[src/rtl/dma_ctl_pkg.sv]
package dma_ctl_pkg;
  localparam int unsigned PORT_W = 4;
  localparam logic [PORT_W-1:0] P_CMD     = 4'h8;
  localparam logic [PORT_W-1:0] P_REQ     = 4'h9;
  localparam logic [PORT_W-1:0] P_SMASK   = 4'hA;
  localparam logic [PORT_W-1:0] P_MODE    = 4'hB;
  localparam logic [PORT_W-1:0] P_CLRPTR  = 4'hC;
  localparam logic [PORT_W-1:0] P_MRESET  = 4'hD;
  localparam logic [PORT_W-1:0] P_CLRMASK = 4'hE;
  localparam logic [PORT_W-1:0] P_WRMASK  = 4'hF;
  localparam int unsigned SET_BIT = 2;
  localparam logic [7:0] CMD_OK_MASK = 8'h04;

  typedef struct packed {
    logic cmd;
    logic req;
    logic smask;
    logic mode;
    logic clrptr;
    logic mreset;
    logic clrmask;
    logic wrmask;
  } wr_strobe_t;
endpackage

[src/rtl/dma_ctl_decode.sv]
module dma_ctl_decode
  import dma_ctl_pkg::*;
(
  input  logic              wr_en,
  input  logic              rd_en,
  input  logic [PORT_W-1:0] port_idx,
  output wr_strobe_t        ws,
  output logic              rd_status,
  output logic              rd_mask
);
  always_comb begin
    ws         = '0;
    ws.cmd     = wr_en && (port_idx == P_CMD);
    ws.req     = wr_en && (port_idx == P_REQ);
    ws.smask   = wr_en && (port_idx == P_SMASK);
    ws.mode    = wr_en && (port_idx == P_MODE);
    ws.clrptr  = wr_en && (port_idx == P_CLRPTR);
    ws.mreset  = wr_en && (port_idx == P_MRESET);
    ws.clrmask = wr_en && (port_idx == P_CLRMASK);
    ws.wrmask  = wr_en && (port_idx == P_WRMASK);
    rd_status  = rd_en && (port_idx == P_CMD);
    rd_mask    = rd_en && (port_idx == P_WRMASK);
  end

  always_comb begin
    assert ($onehot0(ws)) else $error("AST_ONE_STROBE");
  end
endmodule

[src/rtl/dma_ctl_mask.sv]
module dma_ctl_mask
  import dma_ctl_pkg::*;
#(
  parameter int unsigned NCH = 4,
  parameter int unsigned DW  = 8
) (
  input  logic          clk,
  input  logic          rst_n,
  input  wr_strobe_t    ws,
  input  logic [DW-1:0] wr_data,
  output logic [NCH-1:0] mask_q
);
  localparam int unsigned CW = (NCH > 1) ? $clog2(NCH) : 1;

  logic [CW-1:0] sel;
  assign sel = wr_data[CW-1:0];

  always_ff @(posedge clk or negedge rst_n) begin
    if (!rst_n) begin
      mask_q <= '1;
    end else if (ws.mreset) begin
      mask_q <= '1;
    end else if (ws.clrmask) begin
      mask_q <= '0;
    end else if (ws.wrmask) begin
      mask_q <= wr_data[NCH-1:0];
    end else if (ws.smask) begin
      mask_q[sel] <= wr_data[SET_BIT];
    end
  end

  AST_MRESET_MASK: assert property (@(posedge clk) disable iff (!rst_n)
    ws.mreset |=> (mask_q == '1)) else $error("AST_MRESET_MASK");
  AST_CLRMASK: assert property (@(posedge clk) disable iff (!rst_n)
    ws.clrmask |=> (mask_q == '0)) else $error("AST_CLRMASK");
  AST_MASK_HOLD: assert property (@(posedge clk) disable iff (!rst_n)
    !(ws.mreset || ws.clrmask || ws.wrmask || ws.smask) |=> $stable(mask_q))
    else $error("AST_MASK_HOLD");
endmodule

[src/rtl/dma_ctl_status.sv]
module dma_ctl_status
  import dma_ctl_pkg::*;
#(
  parameter int unsigned NCH = 4,
  parameter int unsigned DW  = 8
) (
  input  logic           clk,
  input  logic           rst_n,
  input  wr_strobe_t     ws,
  input  logic           rd_status,
  input  logic [DW-1:0]  wr_data,
  input  logic [NCH-1:0] dreq_hold,
  input  logic [NCH-1:0] dreq_release,
  input  logic [NCH-1:0] tc_pulse,
  output logic [2*NCH-1:0] status_q
);
  localparam int unsigned CW = (NCH > 1) ? $clog2(NCH) : 1;

  logic [CW-1:0] sel;
  assign sel = wr_data[CW-1:0];

  for (genvar ch = 0; ch < NCH; ch++) begin : g_ch
    logic hit;
    assign hit = ws.req && (sel == CW'(ch));

    always_ff @(posedge clk or negedge rst_n) begin
      if (!rst_n) begin
        status_q[ch + NCH] <= 1'b0;
      end else if (ws.mreset) begin
        status_q[ch + NCH] <= 1'b0;
      end else if (hit) begin
        status_q[ch + NCH] <= wr_data[SET_BIT];
      end else if (dreq_release[ch]) begin
        status_q[ch + NCH] <= 1'b0;
      end else if (dreq_hold[ch]) begin
        status_q[ch + NCH] <= 1'b1;
      end
    end

    always_ff @(posedge clk or negedge rst_n) begin
      if (!rst_n) begin
        status_q[ch] <= 1'b0;
      end else if (ws.mreset || hit) begin
        status_q[ch] <= 1'b0;
      end else if (tc_pulse[ch]) begin
        status_q[ch] <= 1'b1;
      end else if (rd_status) begin
        status_q[ch] <= 1'b0;
      end
    end

    AST_RELEASE_DROPS: assert property (@(posedge clk) disable iff (!rst_n)
      (dreq_release[ch] && !ws.req && !ws.mreset) |=> !status_q[ch + NCH])
      else $error("AST_RELEASE_DROPS");
    AST_TC_SETS: assert property (@(posedge clk) disable iff (!rst_n)
      (tc_pulse[ch] && !ws.req && !ws.mreset) |=> status_q[ch])
      else $error("AST_TC_SETS");
  end

  AST_REQ_CLR_LOW: assert property (@(posedge clk) disable iff (!rst_n)
    ws.req |=> !status_q[$past(sel)]) else $error("AST_REQ_CLR_LOW");
  AST_RD_CLEAR: assert property (@(posedge clk) disable iff (!rst_n)
    (rd_status && (tc_pulse == '0)) |=> (status_q[NCH-1:0] == '0))
    else $error("AST_RD_CLEAR");
  AST_MRESET_STATUS: assert property (@(posedge clk) disable iff (!rst_n)
    ws.mreset |=> (status_q == '0)) else $error("AST_MRESET_STATUS");
endmodule

[src/rtl/dma_ctl_regs.sv]
module dma_ctl_regs
  import dma_ctl_pkg::*;
#(
  parameter int unsigned NCH = 4,
  parameter int unsigned DW  = 8
) (
  input  logic              clk,
  input  logic              rst_n,
  input  logic              wr_en,
  input  logic              rd_en,
  input  logic [PORT_W-1:0] port_idx,
  input  logic [DW-1:0]     wr_data,
  output logic [DW-1:0]     rd_data,
  input  logic [NCH-1:0]    dreq_hold,
  input  logic [NCH-1:0]    dreq_release,
  input  logic [NCH-1:0]    tc_pulse,
  output logic [DW-1:0]     cmd_q,
  output logic [NCH*DW-1:0] mode_bus,
  output logic [NCH-1:0]    mask_q,
  output logic [2*NCH-1:0]  status_q,
  output logic              ptr_clear
);
  localparam int unsigned CW = (NCH > 1) ? $clog2(NCH) : 1;

  wr_strobe_t ws;
  logic       rd_status;
  logic       rd_mask;
  logic       cmd_legal;

  dma_ctl_decode u_decode (
    .wr_en     (wr_en),
    .rd_en     (rd_en),
    .port_idx  (port_idx),
    .ws        (ws),
    .rd_status (rd_status),
    .rd_mask   (rd_mask)
  );

  dma_ctl_mask #(.NCH(NCH), .DW(DW)) u_mask (
    .clk     (clk),
    .rst_n   (rst_n),
    .ws      (ws),
    .wr_data (wr_data),
    .mask_q  (mask_q)
  );

  dma_ctl_status #(.NCH(NCH), .DW(DW)) u_status (
    .clk          (clk),
    .rst_n        (rst_n),
    .ws           (ws),
    .rd_status    (rd_status),
    .wr_data      (wr_data),
    .dreq_hold    (dreq_hold),
    .dreq_release (dreq_release),
    .tc_pulse     (tc_pulse),
    .status_q     (status_q)
  );

  assign cmd_legal = ((wr_data & ~DW'(CMD_OK_MASK)) == '0);

  always_ff @(posedge clk or negedge rst_n) begin
    if (!rst_n) begin
      cmd_q <= '0;
    end else if (ws.mreset) begin
      cmd_q <= '0;
    end else if (ws.cmd && cmd_legal) begin
      cmd_q <= wr_data;
    end
  end

  for (genvar ch = 0; ch < NCH; ch++) begin : g_mode
    always_ff @(posedge clk or negedge rst_n) begin
      if (!rst_n) begin
        mode_bus[ch*DW +: DW] <= '0;
      end else if (ws.mode && (wr_data[CW-1:0] == CW'(ch))) begin
        mode_bus[ch*DW +: DW] <= wr_data;
      end
    end
  end

  always_comb begin
    rd_data = '0;
    if (rd_status) begin
      rd_data = DW'(status_q);
    end else if (rd_mask) begin
      rd_data = DW'(mask_q);
    end
  end

  assign ptr_clear = ws.clrptr || ws.mreset;

  AST_CMD_REJECT: assert property (@(posedge clk) disable iff (!rst_n)
    (ws.cmd && (wr_data != 8'h00) && (wr_data != 8'h04)) |=> $stable(cmd_q))
    else $error("AST_CMD_REJECT");
  AST_CMD_LEGAL: assert property (@(posedge clk) disable iff (!rst_n)
    1'b1 |-> ((cmd_q == 8'h00) || (cmd_q == 8'h04)))
    else $error("AST_CMD_LEGAL");
  AST_MODE_HOLD: assert property (@(posedge clk) disable iff (!rst_n)
    !ws.mode |=> $stable(mode_bus)) else $error("AST_MODE_HOLD");
  AST_QUIET_READ: assert property (@(posedge clk) disable iff (!rst_n)
    (rd_en && !rd_status && !rd_mask) |-> (rd_data == '0))
    else $error("AST_QUIET_READ");
endmodule

[config.mk]
export PLATFORM = sky130hd
export DESIGN_NAME = dma_ctl_regs
export DESIGN_NICKNAME = d
export VERILOG_FILES = /design/src/rtl/dma_ctl_pkg.sv /design/src/rtl/dma_ctl_decode.sv /design/src/rtl/dma_ctl_mask.sv /design/src/rtl/dma_ctl_status.sv /design/src/rtl/dma_ctl_regs.sv
export SDC_FILE = /design/constraint.sdc
export NUM_CORES = 1
export LEC_CHECK = 0
export BUFFER_PORTS_ARGS = -buffer_cell sky130_fd_sc_hd__buf_2
export CAP_MARGIN = 20
export CELL_PAD_IN_SITES_DETAIL_PLACEMENT = 2
export CELL_PAD_IN_SITES_GLOBAL_PLACEMENT = 2
export CORE_AREA = 2 2 88 90
export DETAILED_ROUTE_END_ITERATION = 10
export DIE_AREA = 0 0 90 92
export PLACE_DENSITY = 0.91
export SYNTH_ARGS = -nofsm -noshare
export SYNTH_HDL_FRONTEND = slang
export SYNTH_SLANG_ARGS = --single-unit
[constraint.sdc]
create_clock -name clk -period 2.3 [get_ports clk]
set_input_delay 0.115 -clock clk [delete_from_list [all_inputs] [get_ports clk]]
set_output_delay 0.115 -clock clk [all_outputs]
set_load 0.03 [all_outputs]
==> results of run 1 <==
metrics by stage:
step / instance area, um2 / power (mW) / hold slack (ns) / utilization (%)
floorplan: 2290 / 1.40 / -0.181 / -
global placement: 2840 / 1.58 / 0.116 / 38.1
detailed placement: 2840 / 1.61 / 0.126 / 38.1
CTS: 2940 / 2.14 / 0.0806 / 39.5
global route: 2940 / 2.22 / 0.102 / 39.5
finish: 2940 / 2.11 / 0.0834 / 39.5
cell usage after synthesis (2+ instances only):
| library cell | instances | share of area, % |
|---|---|---|
| nor2_1 | 18 | 2.9 |
| mux2_2 | 25 | 12 |
| nor4_1 | 2 | 0.55 |
| nor3b_1 | 5 | 1.6 |
| mux2i_1 | 6 | 2.6 |
| o21ai_0 | 3 | 0.66 |
| inv_1 | 3 | 0.49 |
| nand2b_1 | 4 | 1.1 |
| dfstp_2 | 4 | 4.6 |
| nor2b_1 | 3 | 0.82 |
| dfrtp_1 | 48 | 52 |
| nor3_1 | 7 | 1.5 |
| a22o_1 | 4 | 1.5 |
| nand2_1 | 8 | 1.3 |
| and3_1 | 5 | 1.4 |
| and2_1 | 12 | 3.3 |
| buf_2 | 3 | 0.66 |
| nand2_2 | 3 | 0.82 |
| buf_4 | 2 | 0.66 |
| a21oi_1 | 6 | 1.3 |
worst min-delay path, stage by stage:
cell	delay [ns]
buf_2	0.08
a21oi_1	0.03
nor3_1	0.11
power by group through the flow:
| stage | combinational (mW) | clock (mW) | sequential, mW |
|---|---|---|---|
| detailed placement | 0.518 | 0 | 1.09 |
| global route | 0.548 | 0.587 | 1.09 |
| floorplan | 0.131 | 0 | 1.27 |
| CTS | 0.520 | 0.549 | 1.07 |
| finish | 0.512 | 0.530 | 1.07 |
| global placement | 0.499 | 0 | 1.08 |
cell type report:
| type | count | area, um2 |
|---|---|---|
| well taps | 102 | 128 |
| multi-input cells | 127 | 940 |
| repair buffers | 91 | 465 |
| clock buffers | 6 | 72.6 |
| fillers | 826 | 4510 |
| clock inverters | 2 | 16.3 |
| flip-flops and latches | 52 | 1310 |
| inverters | 3 | 11.3 |
state kept, by name (all words and copies together) (netlist names):
name / count
u_mask.mask_q: 4
u_status.status_q: 8
cmd_q: 8
mode_bus: 32
routing by layer:
| metal | vias up | global-route usage [%] |
|---|---|---|
| met5 | - | 0 |
| li1 | 844 | - |
| met2 | 48 | 31.0 |
| met4 | 0 | 5.00 |
| met1 | 946 | 20.5 |
| met3 | 8 | 3.70 |
placed cells by master, fill, tap and decap left out, drive strengths merged, types with 2 or more instances in the layout:
master / netlist / layout
buf: 5 / 90
nor2: 19 / 19
nand4: 2 / 2
nand3: 2 / 2
nand2: 11 / 11
nor4b: 2 / 2
o21ai: 3 / 3
a21oi: 6 / 6
inv: 3 / 3
nor4: 2 / 2
mux2: 25 / 25
mux2i: 6 / 6
dfstp: 4 / 4
nand2b: 4 / 4
nor3: 8 / 8
clkbuf: 1 / 6
and2: 12 / 12
a22o: 4 / 4
and3: 5 / 5
dfrtp: 48 / 48
nor3b: 5 / 5
nor2b: 3 / 3
final timing paths:
check                                  from                    to  slack [ns]  cells past startpoint
max                             port_idx[0]            rd_data[0]        0.76                      5
min                             tc_pulse[2]  u_status.status_q[2]        0.08                      3
max reg2reg                u_mask.mask_q[1]      u_mask.mask_q[1]        1.37                      3
min reg2reg                    mode_bus[17]          mode_bus[17]        0.47                      1
max in group asynchronous             rst_n      u_mask.mask_q[1]        1.18                      3
min in group asynchronous             rst_n  u_status.status_q[3]        0.30                      2
logic make-up after synthesis:
kind of cell           after synthesis
AND/OR/NAND/NOR                     77
flip-flops                          52
multiplexers                        31
AO/OA/AOI/OAI                       19
buffers and inverters                9
==> summary.txt, run 1 <==
Floorplanning
  • Rows: 32
  • Die height: 92 um
  • I/O pin count: 89
  • Core box area: 7450 um2
  • Starting Density: 30.8%
  • DIE AREA: 8280 um2
  • Die width: 90 um

Setup path
  • Setup CP Type: input pin to primary output
  • Largest stage delay, worst path: 0.48 ns
  • WP data arrival: 1.43 ns
  • Crit path max-delay family: simple AND/OR/NAND/NOR gates
  • CP startpoint kind: input pin
  • Worst Setup End Kind: primary output
  • Critical path's most frequent cell: buf_2
  • Bufs and invs on worst path: 2
  • Crit-path cells: buf_2, nor4b_4, and2_1, a22o_1, buf_2
  • Worst Path Required: 2.18 ns
  • Max FO, Critical Path: 12
  • Critical path's slowest cell: nor4b_4

Logic synthesis
  • Ys async rst share: 100%
  • Synth Area in XOR/XNOR: 0%
  • Number of synthesized register bits: 52
  • Synth Area in Adders: 0%
  • Number of synthesized flops with an enable pin: 0
  • Post-synth top flop: dfrtp_1
  • Syn_area_per_cell: 12.2 um2
  • Sequential area share after synthesis: 57.0%
  • Largest family of logic cells by synthesized area: simple AND/OR/NAND/NOR gates
  • Synth Area in Simple Gates: 20.5%
  • Ys Warns: 0
  • Cells after synthesis: 188
  • Post-synthesis mux area share: 14.9%
  • Synth Area in Compound Gates: 5.63%
  • Post-synth cell types: 37
  • Mapped Area: 2290 um2
  • Syn_nets: 216

Final layout
  • Layout area overhead: 28.3%
  • Final nets: 308
  • Antenna cells: 0
  • Layout cells sized above 1: 48.0%
  • Post-Layout Cell Count: 383

GRT
  • Largest net degree at the start of global routing: 31
  • Number of antenna violations at the first check in global routing: 1
  • Tot GR Track Use: 17.1%
  • Vias in the first global route: 2100
  • First-pass GRT wire length: 11100 um
  • Grt total ovfl: 0

Routing
  • Wire length on met1: 2810 um
  • Vias per cell: 4.82
  • DR top layer: met4
  • Post-DR wirelength/cell: 17.8 um
  • DR DRC count: 0
  • Via count: 1846
  • WL met2: 3620 um
  • Post-DRT Antenna Nets: 0
  • Drt first pass iters: 4
  • Drt first-iter violations: 52
  • Met3 wire length: 296 um
  • Post-Route WL: 6820 um

Clock network
  • # resized after CTS: 0
  • Setup bufs post-CTS: 0
  • Sink Count: 52
  • Worst-path clk slew: 0.10 ns
  • H-tree Lvls: 2
  • CTS root buf: clkbuf_8
  • Num CTS Buffers: 5
  • Max Root-Sink Buffers: 2
  • # hold bufs at CTS: 1
  • Clk_lat worst skew: 0.30 ns
  • CTS tree: done

Power
  • Combinational Power Share: 24.2%
  • VDD IR-drop max: 0.280 mV
  • Seq pwr share: 50.7%
  • Sw Share: 33.9%
  • NetSw: 0.717 mW
  • Clock Power Share: 25.1%
  • Pwr dens: 719 nW/um2
  • Static Leak: 1.54 nW
  • Pint: 1.40 mW

Place
  • HPWL after detailed placement: 5250 um
  • IO Port Bufs: 88
  • # placed instances: 374
  • GP Congestion: 0.787
  • Pre-CTS setup slack: 0.753 ns

STA
  • Setup slack after layout: 0.758 ns
  • Unrepaired setup endpoints after global routing: no
  • Final setup TNS: 0 ns
  • Final worst clock skew: 0 ns
  • Fin. max-slew vios: 0
  • Slew headroom: 65.3%
  • FMAX: 649 MHz
  • Period utilisation layout: 67.0%
  • Final setup viols: 0
  • Hold Vio Cnt, Final: 0
  • Crit path time final: 1.54 ns
  • Worst Tran Pin Value: 0.516 ns

Min path
  • HP Class: input pin to register

Flow run
  • Max Cap Viol: 0

Status
  • Status: complete, no violations
Note: power is estimated with default switching activity, not from simulation.
==> inputs of run 2 (changes only) <==
--- a/config.mk
+++ b/config.mk
@@ -9,10 +9,10 @@
 export CAP_MARGIN = 20
 export CELL_PAD_IN_SITES_DETAIL_PLACEMENT = 2
 export CELL_PAD_IN_SITES_GLOBAL_PLACEMENT = 2
-export CORE_AREA = 2 2 88 90
+export CORE_AREA = 2 2 91 93
 export DETAILED_ROUTE_END_ITERATION = 10
-export DIE_AREA = 0 0 90 92
-export PLACE_DENSITY = 0.91
+export DIE_AREA = 0 0 93 95
+export PLACE_DENSITY = 0.86
 export SYNTH_ARGS = -nofsm -noshare
 export SYNTH_HDL_FRONTEND = slang
 export SYNTH_SLANG_ARGS = --single-unit
==> constraint.sdc (replaced) <==
create_clock -name clk -period 1.5 [get_ports clk]
set_input_delay 0.075 -clock clk [delete_from_list [all_inputs] [get_ports clk]]
set_output_delay 0.075 -clock clk [all_outputs]
set_load 0.03 [all_outputs]
==> summary.txt, run 2 (synthesized netlist as in run 1, its figures left out) <==
Routing
  • Vias per cell: 4.76 (-1.3%)
  • Drt first pass iters: 4 (unchanged)
  • Via count: 1875 (+1.6%)
  • Post-DR wirelength/cell: 17.0 um (-4.6%)
  • DR DRC count: 0 (unchanged)
  • Drt first-iter violations: 31 (-40%)
  • Post-Route WL: 6690 um (-1.8%)
  • Post-DRT Antenna Nets: 0 (unchanged)

Place
  • HPWL after detailed placement: 5220 um (-0.55%)
  • GP Congestion: 0.839 (+6.6%)
  • IO Port Bufs: 88 (unchanged)
  • Pre-CTS setup slack: 0.0570 ns (-0.696 ns)
  • # placed instances: 385 (+2.9%)
  • Post-DP Area: 2920 um2 (+2.7%)

Power
  • VDD IR-drop max: 0.442 mV (+58%)
  • Pwr dens: 1070 nW/um2 (+48%)
  • Static Leak: 1.59 nW (+3.0%)
  • Tot Pwr: 3.21 mW (+52%)

STA
  • Hold Vio Cnt, Final: 0 (unchanged)
  • Fin. max-slew vios: 0 (unchanged)
  • Period utilisation layout: 88.1%
  • Crit path time final: 1.32 ns
  • Final setup TNS: 0 ns (unchanged)
  • Slew headroom: 69.9% (+4.6 points)
  • Final worst clock skew: 0 ns (unchanged)
  • Worst Tran Pin Value: 0.451 ns (-0.0645 ns)
  • FMAX: 757 MHz
  • Unrepaired setup endpoints after global routing: no
  • Hold_ws: 0.0682 ns (-0.0152 ns)
  • Final setup viols: 0 (unchanged)
  • Setup slack after layout: 0.179 ns (-0.579 ns)

Floorplanning
  • Die height: 95 um (+3.3%)
  • Rows: 33 (+3.1%)
  • DIE AREA: 8840 um2 (+6.7%)
  • Starting Density: 28.9% (-1.9 points)
  • I/O pin count: 89 (unchanged)
  • Die width: 93 um (+3.3%)
  • Core box area: 7930 um2 (+6.5%)

Setup path
  • Worst Setup End Kind: primary output
  • CP startpoint kind: input pin
  • Crit-path cells: buf_2, nor4b_4, and2_1, a22o_1, buf_2
  • Setup CP Type: input pin to primary output
  • RR Startpoint: u_mask.mask_q[1]
  • R2R Setup Slk: 0.56 ns (-0.81 ns)
  • WP data arrival: 1.25 ns (-0.18 ns)
  • Worst Path Required: 1.42 ns (-0.76 ns)
  • R2r worst-path depth: 3 (unchanged)
  • Max FO, Critical Path: 12 (unchanged)
  • Critical path's most frequent cell: buf_2
  • Critical path's slowest cell: nor4b_4
  • Largest stage delay, worst path: 0.36 ns (-0.12 ns)
  • FF-to-FF End: u_mask.mask_q[1]

Clock network
  • CTS root buf: clkbuf_8
  • Clk_lat worst skew: 0.30 ns (about the same)
  • Sink Count: 52 (unchanged)
  • H-tree Lvls: 2 (unchanged)
  • Num CTS Buffers: 5 (unchanged)
  • CTS tree: done
  • Setup bufs post-CTS: 0 (unchanged)
  • # resized after CTS: 0 (unchanged)
  • Worst-path clk slew: 0.09 ns (about the same)
  • # hold bufs at CTS: 1 (unchanged)
  • Max Root-Sink Buffers: 2 (unchanged)

Min path
  • HP Class: input pin to register
  • Hold Crit Depth: 3 (unchanged)
  • Hold endpoint: u_status.status_q[0]
  • HP Start: tc_pulse[0]

GRT
  • Vias in the first global route: 2053 (-2.2%)
  • Number of antenna violations at the first check in global routing: 0 (-1)
  • First-pass GRT wire length: 10800 um (-2.7%)
  • Largest net degree at the start of global routing: 36 (+16%)
  • Tot GR Track Use: 15.8% (-1.3 points)
  • Grt total ovfl: 0 (unchanged)

Final layout
  • Final nets: 316 (+2.6%)
  • Most frequent cells in the layout: buf_2 (88), dfrtp_1 (48), mux2_2 (25), nor2_1 (18), and2_1 (12)
  • Final core utilization: 38.0% (-1.5 points)
  • Final Cell Area: 3010 um2 (+2.5%)
  • Post-Layout Cell Count: 394 (+2.9%)
  • Most common cell after layout, fill and taps aside: buf_2
  • Multi-input logic area: 940 um2 (unchanged)
  • Layout fillers: 897 (+8.6%)
  • Antenna cells: 0 (unchanged)
  • Layout area overhead: 31.5%
  • Max FFs per register: 32 (unchanged)
  • Register area: 1310 um2 (unchanged)
  • Layout cells sized above 1: 49.5% (+1.4 points)
  • Biggest register: mode_bus
  • Largest regs: mode_bus: 32 flops, cmd_q: 8 flops, u_status.status_q: 8 flops

Status
  • Status: complete, no violations

Flow run
  • Max Cap Viol: 0 (unchanged)
## run 2: changes by cell type in the layout (fill, tap and decap cells not counted), sizes merged
cell	previous run	this run
buf	90	98
## run 2: worst max-delay path by stage
stage | from | endpoint
after floorplan | wr_data[1] | u_status.status_q[6]
after global placement | wr_data[5] | cmd_q[6]
after detailed placement | wr_data[1] | u_status.status_q[6]
after CTS | port_idx[0] | rd_data[1]
after global routing | port_idx[0] | rd_data[1]
final | port_idx[0] | rd_data[1]
## run 2: layout make-up
cell class	count	share of cell area (%)
multi-input cells	127	31.2
clock buffers	6	2.41
inverters	3	0.374
flip-flops and latches	52	43.4
clock inverters	2	0.415
repair buffers	99	17.9
well taps	105	4.36
## run 2: per-layer routing
layer  vias up  share of wire, %  track usage [%]
met5         -                 0                0
met4         0              0.66             2.94
met3         5               6.0             4.47
met2        53                50             27.6
met1       960                43             19.8
li1        857                 -                -
## run 2: power breakdown
group	total, mW	switching (mW)	leakage [nW]	internal (mW)
registers	1.64	0.0834	0.667	1.56
clock network	0.776	0.449	0.0412	0.327
logic	0.795	0.536	0.881	0.259
## run 2: worst max-delay path: cells and delay by family
| kind | cells | cell delay [ns] |
|---|---|---|
| AOI/OAI and AO/OA | 1 | 0.17 |
| buffers and inverters | 2 | 0.39 |
| and+or+nand+nor | 2 | 0.62 |
==> inputs of run 3 (changes only) <==
--- a/config.mk
+++ b/config.mk
@@ -9,9 +9,9 @@
 export CAP_MARGIN = 20
 export CELL_PAD_IN_SITES_DETAIL_PLACEMENT = 2
 export CELL_PAD_IN_SITES_GLOBAL_PLACEMENT = 2
-export CORE_AREA = 2 2 91 93
+export CORE_AREA = 2 2 70 121
 export DETAILED_ROUTE_END_ITERATION = 10
-export DIE_AREA = 0 0 93 95
+export DIE_AREA = 0 0 72 123
 export PLACE_DENSITY = 0.86
 export SYNTH_ARGS = -nofsm -noshare
 export SYNTH_HDL_FRONTEND = slang
==> summary.txt, run 3 (synthesized netlist as in run 1, its figures left out) <==
Status
  • Status: complete, no violations

Final layout
  • Most common cell after layout, fill and taps aside: buf_2
  • Post-Layout Cell Count: 375 (-4.8%)
  • Antenna cells: 0 (unchanged)
  • Largest regs: mode_bus: 32 flops, cmd_q: 8 flops, u_status.status_q: 8 flops
  • Final nets: 312 (-1.3%)
  • Most frequent cells in the layout: buf_2 (88), dfrtp_1 (48), mux2_2 (25), nor2_1 (18), and2_1 (12)
  • Layout area overhead: 33.1%
  • Final core utilization: 38.6% (+0.56 points)
  • Layout cells sized above 1: 49.1% (-0.36 points)
  • Max FFs per register: 32 (unchanged)
  • Biggest register: mode_bus

Setup path
  • Worst Setup End Kind: primary output
  • Setup CP Type: input pin to primary output
  • Bufs and invs on worst path: 2 (unchanged)
  • Crit path max-delay family: simple AND/OR/NAND/NOR gates
  • Worst Path Required: 1.42 ns (about the same)
  • Critical path's most frequent cell: buf_2
  • WP data arrival: 1.21 ns (-0.04 ns)
  • Critical path's slowest cell: nor4b_4
  • Crit-path cells: buf_2, nor4b_4, and2_1, a22o_1, buf_2
  • CP startpoint kind: input pin
  • Max FO, Critical Path: 12 (unchanged)
  • Largest stage delay, worst path: 0.35 ns (about the same)

STA
  • Crit path time final: 1.28 ns (-0.0371 ns)
  • FMAX: 779 MHz (+2.9%)
  • Period utilisation layout: 85.6% (-2.5 points)
  • Unrepaired setup endpoints after global routing: no
  • Worst Tran Pin Value: 0.493 ns (+0.0419 ns)
  • Final setup TNS: 0 ns (unchanged)
  • Slew headroom: 67.1% (-2.9 points)
  • Final setup viols: 0 (unchanged)
  • Hold Vio Cnt, Final: 0 (unchanged)
  • Fin. max-slew vios: 0 (unchanged)
  • Final worst clock skew: 0 ns (unchanged)
  • Setup slack after layout: 0.216 ns (+0.0371 ns)

Clock network
  • Clk_lat worst skew: 0.30 ns (about the same)
  • Sink Count: 52 (unchanged)
  • CTS root buf: clkbuf_16
  • Setup bufs post-CTS: 0 (unchanged)
  • Num CTS Buffers: 5 (unchanged)
  • H-tree Lvls: 2 (unchanged)
  • # resized after CTS: 0 (unchanged)
  • Worst-path clk slew: 0.07 ns (-0.02 ns)
  • Max Root-Sink Buffers: 2 (unchanged)
  • CTS tree: done

Power
  • VDD IR-drop max: 0.894 mV (+100%)
  • Tot Pwr: 3.78 mW (+18%)
  • Sw Share: 31.1% (-2.2 points)
  • Combinational Power Share: 21.2% (-3.5 points)
  • Pint: 2.61 mW (+22%)
  • Pwr dens: 1240 nW/um2 (+16%)
  • Seq pwr share: 43.5% (-7.6 points)
  • Static Leak: 1.61 nW (+1.2%)
  • Clock Power Share: 35.3% (+11 points)
  • NetSw: 1.18 mW (+10%)

GRT
  • Vias in the first global route: 2115 (+3.0%)
  • Tot GR Track Use: 17.7% (+1.9 points)
  • First-pass GRT wire length: 11800 um (+9.0%)
  • Largest net degree at the start of global routing: 53 (+47%)
  • Grt total ovfl: 0 (unchanged)
  • Number of antenna violations at the first check in global routing: 0 (unchanged)

Routing
  • Drt first pass iters: 2 (-2)
  • Post-DR wirelength/cell: 19.5 um (+15%)
  • DR DRC count: 0 (unchanged)
  • Post-DRT Antenna Nets: 0 (unchanged)
  • Post-Route WL: 7310 um (+9.3%)
  • Via count: 1863 (-0.64%)
  • Vias per cell: 4.97 (+4.4%)
  • Drt first-iter violations: 67 (+120%)

Flow run
  • Max Cap Viol: 0 (unchanged)

Place
  • IO Port Bufs: 88 (unchanged)
  • Pre-CTS setup slack: 0.0319 ns (-0.0251 ns)
  • HPWL after detailed placement: 5690 um (+9.0%)
  • # placed instances: 366 (-4.9%)
  • GP Congestion: 0.809 (-3.6%)

Floorplanning
  • Die width: 72 um (-23%)
  • Core box area: 7910 um2 (-0.24%)
  • Starting Density: 29.0% (+0.069 points)
  • Die height: 123 um (+29%)
  • I/O pin count: 89 (unchanged)
  • DIE AREA: 8860 um2 (+0.24%)
  • Rows: 43 (+30%)

Min path
  • HP Class: input pin to register
[run 3: cell types whose count changed in the layout (fill, tap and decap cells not counted)]
cell / previous run / this run
bufinv_16: 0 / 1
clkbuf_8: 5 / 0
clkbuf_16: 0 / 5
clkbuf_1: 1 / 0
buf_4: 9 / 5
clkinv_2: 1 / 0
inv_6: 0 / 1
[run 3: final cells by class]
class	instances	area, um2
timing repair buffer	95	508
clock buffer	5	125
inverter	3	11.3
fill	836	4860
tap	90	113
sequential	52	1310
clock inverter	3	46.3
multi-input combinational	127	940
[run 3: layer usage]
metal	GRT usage, %	wire length (um)	up-vias
li1	-	-	851
met1	17.9	2440	960
met2	35.2	4490	43
met3	3.10	257	9
met4	6.37	125	0
met5	0	0	-
[run 3: final timing paths]
path                             startpoint                   end  slack [ns]  cells past startpoint
min reg2reg                    mode_bus[25]          mode_bus[25]        0.47                      1
max                             port_idx[0]            rd_data[1]        0.22                      5
min                             tc_pulse[0]  u_status.status_q[0]        0.08                      3
min in group asynchronous             rst_n          mode_bus[20]        0.31                      3
max reg2reg                u_mask.mask_q[1]      u_mask.mask_q[1]        0.58                      3
max in group asynchronous             rst_n      u_mask.mask_q[0]        0.88                      3
[run 3: power groups by stage]
stage,Sequential [mW],Combinational [mW],Clock (mW)
after global routing,1.67,0.855,1.40
after global placement,1.66,0.778,0
after floorplan,1.95,0.201,0
after CTS,1.65,0.817,1.37
final,1.65,0.802,1.34
after detailed placement,1.68,0.811,0
[run 3: timing repair]
action,4_1_cts,5_1_grt
endpoints found under the setup margin,0,0
hold endpoints to repair,48,0
hold buffers,1,0
[run 3: worst min-delay path: stages]
cell and delay [ns]:
buf_2 0.11, a21oi_1 0.11, nor3_1 0.05
[run 3: per-stage QoR]
stage | area (um2) | hold slack, ns
after floorplan | 2290 | -0.221
after global placement | 2870 | 0.0846
after detailed placement | 2870 | 0.109
after CTS | 3050 | 0.0764
after global routing | 3050 | 0.0820
final | 3050 | 0.0791
